--- src/rtl/sdm_pkg.sv ---
package sdm_pkg;

    localparam int SDM_ORDER_MAX = 3;

    // Shift-and-add form used to build one feedback term
    typedef enum logic [1:0] {
        SA_PASS   = 2'd1,
        SA_DOUBLE = 2'd2,
        SA_TRIPLE = 2'd3
    } shift_add_e;

    function automatic int binom(input int n, input int k);
        int r;
        r = 1;
        for (int i = 0; i < k; i++) begin
            r = r * (n - i) / (i + 1);
        end
        return r;
    endfunction

    // Weight applied to the error from 'tap' samples back: -(coef of z^-tap in (1-z^-1)^order)
    function automatic int fb_weight(input int order, input int tap);
        return ((tap % 2) == 1) ? binom(order, tap) : -binom(order, tap);
    endfunction

    function automatic shift_add_e shift_add_of(input int weight);
        int mag;
        mag = (weight < 0) ? -weight : weight;
        case (mag)
            3:       return SA_TRIPLE;
            2:       return SA_DOUBLE;
            default: return SA_PASS;
        endcase
    endfunction

endpackage

--- src/rtl/sdm_err_hist.sv ---
module sdm_err_hist #(
    parameter int FRAC_W = 16,
    parameter int DEPTH  = 3
) (
    input  logic                          clk,
    input  logic                          rst,
    input  logic                          shift_en,
    input  logic [FRAC_W-1:0]             new_err,
    output logic [DEPTH-1:0][FRAC_W-1:0]  taps
);

    always_ff @(posedge clk) begin
        if (rst) begin
            taps[0] <= '0;
        end else if (shift_en) begin
            taps[0] <= new_err;
        end
    end

    for (genvar i = 1; i < DEPTH; i++) begin : g_stage
        always_ff @(posedge clk) begin
            if (rst) begin
                taps[i] <= '0;
            end else if (shift_en) begin
                taps[i] <= taps[i-1];
            end
        end
    end

endmodule

--- src/rtl/sdm_fb_filter.sv ---
module sdm_fb_filter
    import sdm_pkg::*;
#(
    parameter int FRAC_W = 16,
    parameter int ORDER  = 3,
    parameter int FB_W   = FRAC_W + ORDER + 1
) (
    input  logic [ORDER-1:0][FRAC_W-1:0] taps,
    output logic signed [FB_W-1:0]       fb
);

    logic signed [FB_W-1:0] term [ORDER];

    for (genvar i = 0; i < ORDER; i++) begin : g_tap
        localparam int         WEIGHT = fb_weight(ORDER, i + 1);
        localparam shift_add_e FORM   = shift_add_of(WEIGHT);

        logic signed [FB_W-1:0] base;
        logic signed [FB_W-1:0] scaled;

        assign base = FB_W'({1'b0, taps[i]});

        if (FORM == SA_TRIPLE) begin : g_x3
            assign scaled = (base <<< 1) + base;
        end else if (FORM == SA_DOUBLE) begin : g_x2
            assign scaled = base <<< 1;
        end else begin : g_x1
            assign scaled = base;
        end

        if (WEIGHT < 0) begin : g_neg
            assign term[i] = -scaled;
        end else begin : g_pos
            assign term[i] = scaled;
        end
    end

    always_comb begin
        fb = '0;
        for (int i = 0; i < ORDER; i++) begin
            fb = fb + term[i];
        end
    end

endmodule

--- src/rtl/sdm_quant.sv ---
module sdm_quant #(
    parameter int FRAC_W = 16,
    parameter int LVL_W  = 5
) (
    input  logic signed [FRAC_W+LVL_W-1:0] sum_in,
    output logic signed [LVL_W-1:0]        level,
    output logic        [FRAC_W-1:0]       residue
);

    // Floor of a two's complement value is the integer slice; the rest is the non-negative error
    assign level   = sum_in[FRAC_W+LVL_W-1:FRAC_W];
    assign residue = sum_in[FRAC_W-1:0];

endmodule

--- src/rtl/sdm_errfb_mod.sv ---
module sdm_errfb_mod
    import sdm_pkg::*;
#(
    parameter int ORDER  = 3,
    parameter int INT_W  = 2,
    parameter int FRAC_W = 16
) (
    input  logic                             clk,
    input  logic                             rst,
    input  logic                             in_valid,
    input  logic signed [INT_W+FRAC_W-1:0]   in_sample,
    output logic signed [INT_W+ORDER-1:0]    out_level
);

    localparam int LVL_W = INT_W + ORDER;
    localparam int SUM_W = FRAC_W + LVL_W;
    localparam int FB_W  = FRAC_W + ORDER + 1;

    logic [ORDER-1:0][FRAC_W-1:0] err_taps;
    logic signed [FB_W-1:0]       fb_val;
    logic signed [SUM_W-1:0]      loop_sum;
    logic signed [LVL_W-1:0]      level_next;
    logic        [FRAC_W-1:0]     err_next;

    sdm_err_hist #(
        .FRAC_W (FRAC_W),
        .DEPTH  (ORDER)
    ) u_hist (
        .clk      (clk),
        .rst      (rst),
        .shift_en (in_valid),
        .new_err  (err_next),
        .taps     (err_taps)
    );

    sdm_fb_filter #(
        .FRAC_W (FRAC_W),
        .ORDER  (ORDER),
        .FB_W   (FB_W)
    ) u_filt (
        .taps (err_taps),
        .fb   (fb_val)
    );

    assign loop_sum = SUM_W'(in_sample) + SUM_W'(fb_val);

    sdm_quant #(
        .FRAC_W (FRAC_W),
        .LVL_W  (LVL_W)
    ) u_quant (
        .sum_in  (loop_sum),
        .level   (level_next),
        .residue (err_next)
    );

    always_ff @(posedge clk) begin
        if (rst) begin
            out_level <= '0;
        end else if (in_valid) begin
            out_level <= level_next;
        end
    end

endmodule

--- config.mk ---
export PLATFORM = sky130hd
export DESIGN_NAME = sdm_errfb_mod
export DESIGN_NICKNAME = d
export VERILOG_FILES = /design/src/rtl/sdm_pkg.sv /design/src/rtl/sdm_err_hist.sv /design/src/rtl/sdm_fb_filter.sv /design/src/rtl/sdm_quant.sv /design/src/rtl/sdm_errfb_mod.sv
export SDC_FILE = /design/constraint.sdc
export NUM_CORES = 1
export LEC_CHECK = 0
export BUFFER_PORTS_ARGS = -buffer_cell sky130_fd_sc_hd__buf_2
export CORE_MARGIN = 3
export CORE_UTILIZATION = 60
export DETAILED_ROUTE_END_ITERATION = 16
export HOLD_SLACK_MARGIN = 0.12
export PLACE_DENSITY = 0.82
export REMOVE_ABC_BUFFERS = 1
export SYNTH_ARGS = -nofsm -noshare
export SYNTH_HDL_FRONTEND = slang
export SYNTH_SLANG_ARGS = --single-unit
--- constraint.sdc ---
create_clock -name clk -period 7.4 [get_ports clk]
set_input_delay 1.48 -clock clk [delete_from_list [all_inputs] [get_ports clk]]
set_output_delay 1.48 -clock clk [all_outputs]
set_load 0.01 [all_outputs]
Word-level counts from Yosys, hierarchy flattened:

Index checks and enable logic that the tools add are counted.

* flip-flop bits (word level): 53
* input bits: 21
* word-level logic and storage cells: 10

* $add $sub $neg: 6

Operator list (count)
* 17-bit by 16-bit adder with 18-bit output: 2
* 18-bit by 20-bit adder with 21-bit output: 1
* 20-bit by 17-bit adder with 20-bit output: 1
* 20-bit adder: 1
* 20-bit negation: 1

Logic depth before layout (Yosys ltp):

Gate-level depths: netlist of the first run.

* depth in word-level cells: 5
* mapped depth: 28

Modules after synthesis:

A second synthesis of the first run with hierarchy kept.

* cell total of the unflattened synthesis: 624
* area total of the unflattened synthesis: 5590.4 µm²

By module, submodules not included
* sdm_fb_filter: instances 1, cells an instance 306, area each 2521.2 µm², seq. area each 0.0 µm²
* sdm_err_hist: instances 1, cells an instance 155, area each 1729.2 µm², seq. area each 960.9 µm²
* sdm_errfb_mod: instances 1, cells an instance 142, area each 1182.4 µm², seq. area each 100.1 µm²
* sdm_quant: instances 1, cells an instance 21, area each 157.7 µm², seq. area each 0.0 µm²

Least setup slack after synthesis of the first run:

Ideal clock, no wire load.

* path type: register -> register
* start: reg u_hist.taps[0] (netlist bit)
* end: reg out_level[3]
* library setup time: 120 ps
* arrival time: 5189 ps
* data required time: 7280 ps
* path slack: 2092 ps
* cell stages (with the launch flop): 28
* path buffers: 1
* path through: dfxtp_1 > ha_1 > inv_1 > fa_1 > nor2b_1 > o21ai_1 > o22ai_1 > o41a_1 > a21o_1 > a21oi_1 > xnor2_1 > fa_1 > ha_1 > a21oi_1 > o21bai_1 > a21oi_1 > o211ai_1 > a21o_1 > a21oi_1 > xnor2_1 > ha_1 > clkbuf_1 > a21o_1 > o311a_1 > o21a_1 > a211oi_1 > xor2_1 > o21ai_1

* cells in the longest elaborated chain, start to end: 4

Ends and longest elaborated chain
* start, declared: RTL line sdm_err_hist.sv:9 `output logic [DEPTH-1:0][FRAC_W-1:0] taps`
* 17-bit by 16-bit adder with 18-bit output: RTL line sdm_fb_filter.sv:24 `assign scaled = (base <<< 1) + base;`
* 20-bit adder: RTL line sdm_fb_filter.sv:41 `fb = fb + term[i];`
* 20-bit by 17-bit adder with 20-bit output: RTL line sdm_fb_filter.sv:41
* 18-bit by 20-bit adder with 21-bit output: RTL line sdm_errfb_mod.sv:45 `assign loop_sum = SUM_W'(in_sample) + SUM_W'(fb_val);`
* end signal, assigned: RTL line sdm_errfb_mod.sv:60 `out_level <= level_next;`
* end, declared: RTL line sdm_errfb_mod.sv:12 `output logic signed [INT_W+ORDER-1:0] out_level`

Every way passes these cells.
A chain may end at the register's enable or synchronous reset.

Worst setup path after layout of the first run:

* start: reg u_hist.taps[16] (netlist bit)
* end: reg out_level[3]

* cells in the longest elaborated chain, start to end: 5

Ends and longest elaborated chain
* start signal, assigned by index: RTL line sdm_err_hist.sv:25 `taps[i] <= taps[i-1];`
* 17-bit by 16-bit adder with 18-bit output: RTL line sdm_fb_filter.sv:24
* 20-bit negation: RTL line sdm_fb_filter.sv:32 `assign term[i] = -scaled;`
* 20-bit adder: RTL line sdm_fb_filter.sv:41
* 20-bit by 17-bit adder with 20-bit output: RTL line sdm_fb_filter.sv:41
* 18-bit by 20-bit adder with 21-bit output: RTL line sdm_errfb_mod.sv:45

Every way passes these cells.

==> impl_results.md, run 1 <==
- Async SR Flop Fraction: 0
- Setup violations, final: 0
- Initial antenna violation count: 0
- Vias in the first global route: 4545
- Clock buffer depth: 2
- Die width: a little over 100 um
- GP Congestion: 0.956
- Post-synth top cells: nor2_1 (80), ha_1 (75), a21oi_1 (59)
- CTS tree: built
- CP max FO: 8
- Critical Path Sink Type: flop
- Top area cells in the synthesized netlist: dfxtp_1 (19%), ha_1 (17%), mux2i_1 (7.7%)
- Hold-fix buffers, CTS: 0
- Rows: 34
- Largest net degree at the start of global routing: 64
- Via Count: 4722
- Final slew viol count: 0
- ANT cells: 0
- Die Area: a little over 10000 um2
- Hold Slack: about 0.47 ns
- Warnings from Yosys: 0
- Routed WL per cell: ~16 um
- Post-CTS Setup Bufs: 0
- H-tree Lvls: 2
- Nets: 776
- RSZ-0062 raised after global routing: false
- Tightest Pin Transition: 1.13 ns
- Min-delay src: out_level[1]
- Filler cell count in the final layout: 692
- Worst-Skew Late Latency: between 0.3 and 0.4 ns
- Tmin final: 5.82 ns
- Slowest CP cell: fa_1
- Hold Vio Cnt, Final: 0
- Reg2reg start: u_hist.taps[16]
- Area taken by flip-flops and latches: 1060 um2
- 1st-pass router iterations: 5
- Setup TNS Final: 0 ns
- EDFF count, synth: 0
- Vias/cell: 6.14
- Final worst slack: 1.58 ns
- R2R depth: 26
- Cts repair resizes: 0
- Syn_area_per_cell: 8.47 um2
- Seq/Total Area, Yosys: 0.195
- Worst path arrival time: between 6 and 7 ns
- Congestion Overflow GR: 0
- Share of layout cells above drive strength 1: 0.0605
- Ys flop type: dfxtp_1
- Peak Freq: 0.172 GHz
- Most frequent cell after synthesis: nor2_1
- DRT Wirelength: approximately 12000 um
- Initial core utilization: 0.622
- Startpoint types: flop
- Fin crit share: 0.786
- Req. time, crit path: ~7.6 ns
- R2r setup slk: about 1.6 ns
- Worst path max stage delay: between 0.4 and 0.5 ns
- First-pass GRT wire length: 21000 um
- Clock sink total: 53
- Synth unique cells: 63
- Cell mode on critical path: a21oi_1
- CP top delay family: compound AO/OA/AOI/OAI gates
- Total core area: 8760 um2
- PortBufs: 25
- Area occupied by multi-input gates: around 4200 um2
- Mapped Cells: 644
- Worst Hold Class: reg -> reg
- 1st-iter DRT viols: 238
- Hold Path Sink: out_level[1]
- DR DRC count: 0
- Reg-to-reg critical path endpoint: out_level[3]
- Area grow syn2layout: 5.83%
- WP buf/inv: 1
- Max-slew headroom: 0.245
- Pre-CTS WS: 1.71 ns
- Synth Register Bits: 53
- Top cell type by total area after synthesis: dfxtp_1
- DP HPWL: 9700 um
- Critical path class: reg -> reg
- Clock root buffer: clkbuf_8
- Clk slew on worst S/H paths: 0.11 ns
- Io pins: 26
- Placed instance area: 5660 um2
- Hold depth: 2
- Run status: complete, no violations
- All-layer global routing usage: 0.250
- Clock Skew: 0.0107 ns
- Post-route design area: 5770 um2
- Share of the synthesized area in the top cell type: 0.195
- Max Cap Viol: 0
- Synth Cell Area: 5450 um2
- Routed Antenna Nets: 0
- CTS buffer count: 5
- Die Ht: 101 um
registers in the layout, indices dropped and copies added (netlist names):
| signal | flops |
|---|---|
| out_level | 5 |
| u_hist.taps | 48 |
worst max-delay path by stage:
stage | slack (ns) | endpoint | start | cells after the start
final | 1.58 | out_level[3] | u_hist.taps[16] | 26
after global placement | 1.88 | out_level[3] | u_hist.taps[16] | 26
after global routing | 1.17 | out_level[3] | u_hist.taps[17] | 25
after floorplan | 2.17 | out_level[3] | u_hist.taps[0] | 26
after detailed placement | 1.71 | out_level[3] | u_hist.taps[1] | 26
after CTS | 1.66 | out_level[3] | u_hist.taps[18] | 24
worst register-to-register path: stages, from the launching register on:
cell      delay (ns)
dfxtp_1         0.45
ha_1            0.21
inv_1           0.06
fa_1            0.40
nor2b_1         0.13
o21a_1          0.14
o21ai_1         0.08
a21oi_1         0.26
nor2_1          0.11
o21bai_1        0.16
xnor2_1         0.19
fa_1            0.48
ha_1            0.38
a21oi_1         0.21
o21bai_1        0.11
a21oi_1         0.15
o211ai_1        0.15
a21o_1          0.21
a21oi_1         0.17
xnor2_1         0.13
ha_1            0.33
a21o_1          0.22
o311a_1         0.33
o21a_1          0.17
a211oi_1        0.25
xor2_1          0.18
o21ai_1         0.07
metrics by stage:
stage / util / instances
3_5_place_dp: 0.645 / 761
2_1_floorplan: - / 627
3_3_place_gp: 0.645 / 761
6_report: 0.659 / 769
4_1_cts: 0.659 / 769
5_1_grt: 0.659 / 769
routing by layer:
metal	up-vias	GRT usage	routed length [um]
li1	2349	-	-
met1	2209	0.365	6030
met2	140	0.391	5510
met3	24	0.0386	735
met4	0	0.0573	186
met5	-	0	0
cells in the final DEF, fill, tap and decap left out, types with 12 or more instances in the layout:
cell     netlist  final
buf_2          1     25
nand2_1       33     33
nor2b_1       12     12
nor2_1        80     80
inv_1         37     37
a21o_1        19     19
ha_1          75     75
mux2i_1       42     42
xor2_1        16     16
xnor2_1       39     39
o21ai_0       12     12
a21oi_1       59     59
fa_1          20     20
dfxtp_1       53     53
cell type report:
type / count / area share
inverter: 37 / 0.0241
multi-input combinational: 537 / 0.726
sequential: 53 / 0.184
clock inverter: 3 / 0.00802
clock buffer: 5 / 0.0119
timing repair buffer: 26 / 0.0230
tap: 108 / 0.0234
logic make-up (layout without fill, tap and decap cells):
group,after synthesis,count (layout),synth area share
buf+inv,54,71,0.0374
compound gates,163,163,0.195
fa+ha+maj,95,95,0.245
mux,42,42,0.0771
simple gates,182,182,0.162
xor+xnor,55,55,0.0883
flops,53,53,0.195
Power of run 1 is left out: the tool's default activity adds up to more than one toggle a clock period on the data nets, which glitch-free logic cannot reach.
==> inputs of run 2 (changes only) <==
==> constraint.sdc (replaced) <==
create_clock -name clk -period 5.6 [get_ports clk]
set_input_delay 1.12 -clock clk [delete_from_list [all_inputs] [get_ports clk]]
set_output_delay 1.12 -clock clk [all_outputs]
set_load 0.01 [all_outputs]
==> impl_results.md, run 2 (synthesized netlist as in run 1, its figures left out) <==
- Run status: complete, no violations
- GP Congestion: 0.912 (-4.6%)
- Vias in the first global route: 4565 (+0.44%)
- Max Cap Viol: 0 (unchanged)
- Vias/cell: 6.32 (+3.0%)
- Max reg flops: 48 (unchanged)
- Max-slew headroom: 0.272 (+0.0273)
- Clock sink total: 53 (unchanged)
- Clock Skew: 0.0144 ns (+0.00378 ns)
- Worst path arrival time: 5.64 ns (-0.39 ns)
- Initial core utilization: 0.622 (unchanged)
- Area grow syn2layout: 11.9%
- Routed Antenna Nets: 0 (unchanged)
- Final slew viol count: 0 (unchanged)
- Hold depth: 2 (unchanged)
- ANT cells: 0 (unchanged)
- CP max FO: 4 (-4)
- All-layer global routing usage: 0.249 (-0.00140)
- Die Area: 10300 um2 (unchanged)
- Startpoint types: flop
- Clock root buffer: clkbuf_8
- Most frequent cells in the layout: nor2_1 (77), ha_1 (67), a21oi_1 (49)
- Share of layout cells above drive strength 1: 0.145 (+0.0849)
- Critical path class: reg -> reg
- Clk slew on worst S/H paths: 0.11 ns (about the same)
- Area occupied by multi-input gates: 4410 um2 (+5.3%)
- Tightest Pin Transition: 1.09 ns (-0.0409 ns)
- Largest regs: u_hist.taps: 48 flops, out_level: 5 flops
- Worst-Skew Late Latency: 0.32 ns (about the same)
- Most flop-heavy register: u_hist.taps
- Area taken by flip-flops and latches: 1080 um2 (+1.7%)
- Initial antenna violation count: 0 (unchanged)
- 1st-pass router iterations: 5 (unchanged)
- Filler cell count in the final layout: 631 (-8.8%)
- Pre-CTS WS: 0.0391 ns (-1.68 ns)
- R2r setup slk: 0.18 ns (-1.40 ns)
- Fin crit share: 0.968 (+0.182)
- Reg-to-reg critical path endpoint: out_level[3]
- Total core area: 8760 um2 (unchanged)
- H-tree Lvls: 2 (unchanged)
- Hold Vio Cnt, Final: 0 (unchanged)
- Commonest non-fill, non-tap cell in the layout: nor2_1
- Die width: 101 um (unchanged)
- DP HPWL: 9830 um (+1.3%)
- Congestion Overflow GR: 0 (unchanged)
- Min-delay src: out_level[1]
- Nets: 790 (+1.8%)
- Hold Slack: 0.462 ns (-0.00720 ns)
- Io pins: 26 (unchanged)
- DR DRC count: 0 (unchanged)
- DRT Wirelength: 13700 um (+10%)
- CTS buffer count: 5 (unchanged)
- Peak Freq: 0.185 GHz (+7.4%)
- Setup violations, final: 0 (unchanged)
- Largest net degree at the start of global routing: 64 (unchanged)
- CTS tree: built
- 1st-iter DRT viols: 386 (+62%)
- Via Count: 4944 (+4.7%)
- PortBufs: 25 (unchanged)
- Req. time, crit path: 5.82 ns (-1.79 ns)
- First-pass GRT wire length: 20800 um (-1.0%)
- Routed WL per cell: 17.5 um (+8.1%)
- Final worst slack: 0.180 ns (-1.40 ns)
- Reg2reg start: u_hist.taps[0]
- Clock buffer depth: 2 (unchanged)
- R2R depth: 26 (unchanged)
- Rows: 34 (unchanged)
- Hold Path Sink: out_level[1]
- Tmin final: 5.42 ns (-0.399 ns)
- Critical Path Sink Type: flop
- Worst Hold Class: reg -> reg
- Die Ht: 101 um (unchanged)
- Hold-fix buffers, CTS: 0 (unchanged)
run 2: critical path: stages (launching register included):
cell	delay, ns
dfxtp_4	0.38
ha_4	0.16
inv_2	0.05
fa_2	0.22
nor2b_2	0.05
o21ai_2	0.16
o22ai_2	0.10
o41a_1	0.53
a21o_1	0.21
a21oi_2	0.17
xnor2_2	0.10
fa_1	0.46
ha_1	0.38
nand2_1	0.18
nor2_2	0.07
a21oi_1	0.18
o211ai_1	0.14
a21o_1	0.19
a21oi_2	0.13
xnor2_1	0.09
ha_1	0.32
a21o_1	0.21
o311a_1	0.28
o21a_1	0.18
a211oi_2	0.16
xor2_1	0.16
o21ai_1	0.06
run 2: what timing repair did:
item	in CTS	in global routing
gates resized for setup	0	54
setup buffers	0	6
setup endpoints to repair	0	8
run 2: stage by stage:
| step | instance area [um2] | cells | util | TNS, ns |
|---|---|---|---|---|
| floorplan | 5390 | 627 | - | 0 |
| global placement | 5720 | 769 | 0.652 | 0 |
| detailed placement | 5720 | 769 | 0.652 | 0 |
| CTS | 5820 | 776 | 0.664 | 0 |
| global route | 6100 | 782 | 0.697 | -0.521 |
| finish | 6100 | 782 | 0.697 | 0 |
run 2: per-layer routing:
layer  vias to the layer above  global-route usage  wire length, um
li1                       2383                   -                -
met1                      2338               0.338             6010
met2                       187               0.405             6450
met3                        36              0.0551              911
met4                         0              0.0603              338
met5                         -                   0                0
run 2: layout make-up:
cell class | instances | area share
Sequential cell | 53 | 0.177
Clock buffer | 5 | 0.0113
Multi-Input combinational cell | 537 | 0.722
Clock inverter | 2 | 0.00574
Tap cell | 108 | 0.0221
Inverter | 37 | 0.0228
Timing Repair Buffer | 40 | 0.0389
run 2: how the worst max path moves through the flow:
stage,startpoint,endpoint,slack (ns)
after floorplan,u_hist.taps[0],out_level[3],0.37
after global placement,u_hist.taps[0],out_level[3],0.17
after detailed placement,u_hist.taps[0],out_level[3],0.04
after CTS,u_hist.taps[0],out_level[3],0.000004
after global routing,u_hist.taps[3],out_level[3],-0.12
final,u_hist.taps[0],out_level[3],0.18
Power of run 2 is left out for the same reason.
==> inputs of run 3 (changes only) <==
--- a/config.mk
+++ b/config.mk
@@ -7,11 +7,10 @@
 export LEC_CHECK = 0
 export BUFFER_PORTS_ARGS = -buffer_cell sky130_fd_sc_hd__buf_2
 export CORE_MARGIN = 3
-export CORE_UTILIZATION = 60
+export CORE_UTILIZATION = 55
 export DETAILED_ROUTE_END_ITERATION = 16
 export HOLD_SLACK_MARGIN = 0.12
-export PLACE_DENSITY = 0.82
-export REMOVE_ABC_BUFFERS = 1
+export PLACE_DENSITY = 0.77
 export SYNTH_ARGS = -nofsm -noshare
 export SYNTH_HDL_FRONTEND = slang
 export SYNTH_SLANG_ARGS = --single-unit
==> constraint.sdc (replaced) <==
create_clock -name clk -period 5.6 [get_ports clk]
set_input_delay 0.84 -clock clk [delete_from_list [all_inputs] [get_ports clk]]
set_output_delay 0.84 -clock clk [all_outputs]
set_load 0.01 [all_outputs]
==> impl_results.md, run 3 (synthesized netlist as in run 1, its figures left out) <==
- Share of layout cells above drive strength 1: 0.145 (-0.000215)
- Most flop-heavy register: u_hist.taps
- Peak Freq: 0.184 GHz (about the same)
- H-tree Lvls: 2 (unchanged)
- R2R depth: 26 (unchanged)
- CP max FO: 5 (+1)
- Clock buffer depth: 2 (unchanged)
- Fin crit share: 0.968 (about the same)
- Worst Hold Class: reg -> reg
- Clock sink total: 53 (unchanged)
- Die Ht: 106 um (+4.2%)
- Hold Path Sink: out_level[3]
- Total core area: 9460 um2 (+7.9%)
- Area taken by flip-flops and latches: 1080 um2 (unchanged)
- Congestion Overflow GR: 0 (unchanged)
- Initial core utilization: 0.577 (-0.0458)
- Commonest non-fill, non-tap cell in the layout: nor2_1
- Max reg flops: 48 (unchanged)
- Run status: complete, no violations
- Min-delay src: out_level[3]
- Inst Count DP: 789 (+2.6%)
- Hold Vio Cnt, Final: 0 (unchanged)
- Reg-to-reg critical path endpoint: out_level[3]
- Hold-fix buffers, CTS: 0 (unchanged)
- Clock Skew: 0.00827 ns (-0.00616 ns)
- Syn_nets: 760
- Worst-Skew Late Latency: 0.32 ns (about the same)
- Req. time, crit path: 5.80 ns (-0.02 ns)
- Area occupied by multi-input gates: 4380 um2 (-0.77%)
- 1st-iter DRT viols: 318 (-18%)
- Routed Antenna Nets: 0 (unchanged)
- ANT cells: 0 (unchanged)
- Die Area: 11100 um2 (+8.5%)
- Setup violations, final: 0 (unchanged)
- Initial antenna violation count: 0 (unchanged)
- Setup TNS Final: 0 ns (unchanged)
- Vias/cell: 5.93 (-6.1%)
- All-layer global routing usage: 0.226 (-0.0235)
- CTS tree: built
- Vias in the first global route: 4570 (+0.11%)
- Final slew viol count: 0 (unchanged)
- 1st-pass router iterations: 5 (unchanged)
- Startpoint types: flop
- DP HPWL: 9900 um (+0.69%)
- First-pass GRT wire length: 21000 um (+0.83%)
- Rows: 35 (+2.9%)
- Filler cell count in the final layout: 796 (+26%)
- Nets: 790 (unchanged)
- Max Cap Viol: 0 (unchanged)
- Die width: 106 um (+4.2%)
- Largest net degree at the start of global routing: 64 (unchanged)
- Non-Filler Instances: 804 (+2.8%)
- Critical path class: reg -> reg
- GP Congestion: 0.895 (-1.8%)
- R2r setup slk: 0.18 ns (about the same)
- Largest regs: u_hist.taps: 48 flops, out_level: 5 flops
- Critical Path Sink Type: flop
- Reg2reg start: u_hist.taps[0]
- Via Count: 4771 (-3.5%)
- Tightest Pin Transition: 1.08 ns (-0.0123 ns)
- Io pins: 26 (unchanged)
- CTS buffer count: 5 (unchanged)
- Clk slew on worst S/H paths: 0.10 ns (about the same)
- Most frequent cells in the layout: nor2_1 (77), ha_1 (67), a21oi_1 (48)
- DRT Wirelength: 12900 um (-5.7%)
- Worst path arrival time: 5.63 ns (about the same)
- Max-slew headroom: 0.280 (+0.00821)
- Area grow syn2layout: 12.1%
- Routed WL per cell: 16.1 um (-8.3%)
- PortBufs: 25 (unchanged)
- Hold Slack: 0.459 ns (-0.00255 ns)
- Post-layout util: 0.646 (-0.0503)
- Tmin final: 5.42 ns (+0.00294 ns)
- Hold depth: 2 (unchanged)
- Clock root buffer: clkbuf_8
- DR DRC count: 0 (unchanged)
-- run 3: layer usage --
metal / global-route usage / up-vias / wire (um)
met5: 0 / - / 0
met4: 0.0416 / 0 / 183
met3: 0.0318 / 21 / 664
met2: 0.370 / 138 / 5930
met1: 0.319 / 2245 / 6140
li1: - / 2367 / -
-- run 3: worst max-delay path, cell delays in order, from the launching register on --
cell and delay, ns:
dfxtp_4 0.37, ha_1 0.21, inv_1 0.08, fa_2 0.22, nor2b_2 0.05, o21ai_2 0.19
o22ai_2 0.11, o41a_1 0.40, a21o_1 0.20, a21oi_2 0.17, xnor2_2 0.10, fa_1 0.60
ha_4 0.24, a21oi_4 0.12, o21bai_1 0.08, a21oi_1 0.13, o211ai_1 0.12, a21o_1 0.20
a21oi_2 0.14, xnor2_1 0.14, ha_1 0.27, a21o_1 0.22, o311a_1 0.33, o21a_1 0.18
a211oi_2 0.18, xor2_1 0.18, o21ai_1 0.07
-- run 3: layout make-up --
class | instances | area share
multi-input combinational | 537 | 0.716
tap | 129 | 0.0264
clock inverter | 2 | 0.00614
inverter | 37 | 0.0227
timing repair buffer | 40 | 0.0389
clock buffer | 6 | 0.0135
sequential | 53 | 0.176
-- run 3: what timing repair did --
action / 4_1_cts / 5_1_grt
endpoints found under the setup margin: 1 / 9
pin swaps: 1 / 29
gates cloned: 0 / 0
buffers inserted: 0 / 7
gates resized for setup: 3 / 48
endpoints found under the hold margin: 0 / 0
-- run 3: how the worst max path moves through the flow --
stage | startpoint | end | slack, ns | depth (start not counted)
finish | u_hist.taps[0] | out_level[3] | 0.18 | 26
global route | u_hist.taps[3] | out_level[3] | -0.08 | 23
floorplan | u_hist.taps[0] | out_level[3] | 0.29 | 27
global placement | u_hist.taps[0] | out_level[3] | 0.18 | 26
detailed placement | u_hist.taps[17] | out_level[3] | 0.02 | 24
CTS | u_hist.taps[18] | out_level[3] | 0.01 | 24
-- run 3: per-stage QoR --
stage	setup slack (ns)	instance area [um2]
after floorplan	0.292	5450
after global placement	0.179	5740
after detailed placement	0.0168	5740
after CTS	0.0148	5870
after global routing	-0.0793	6110
final	0.177	6110
Power of run 3 is left out for the same reason.
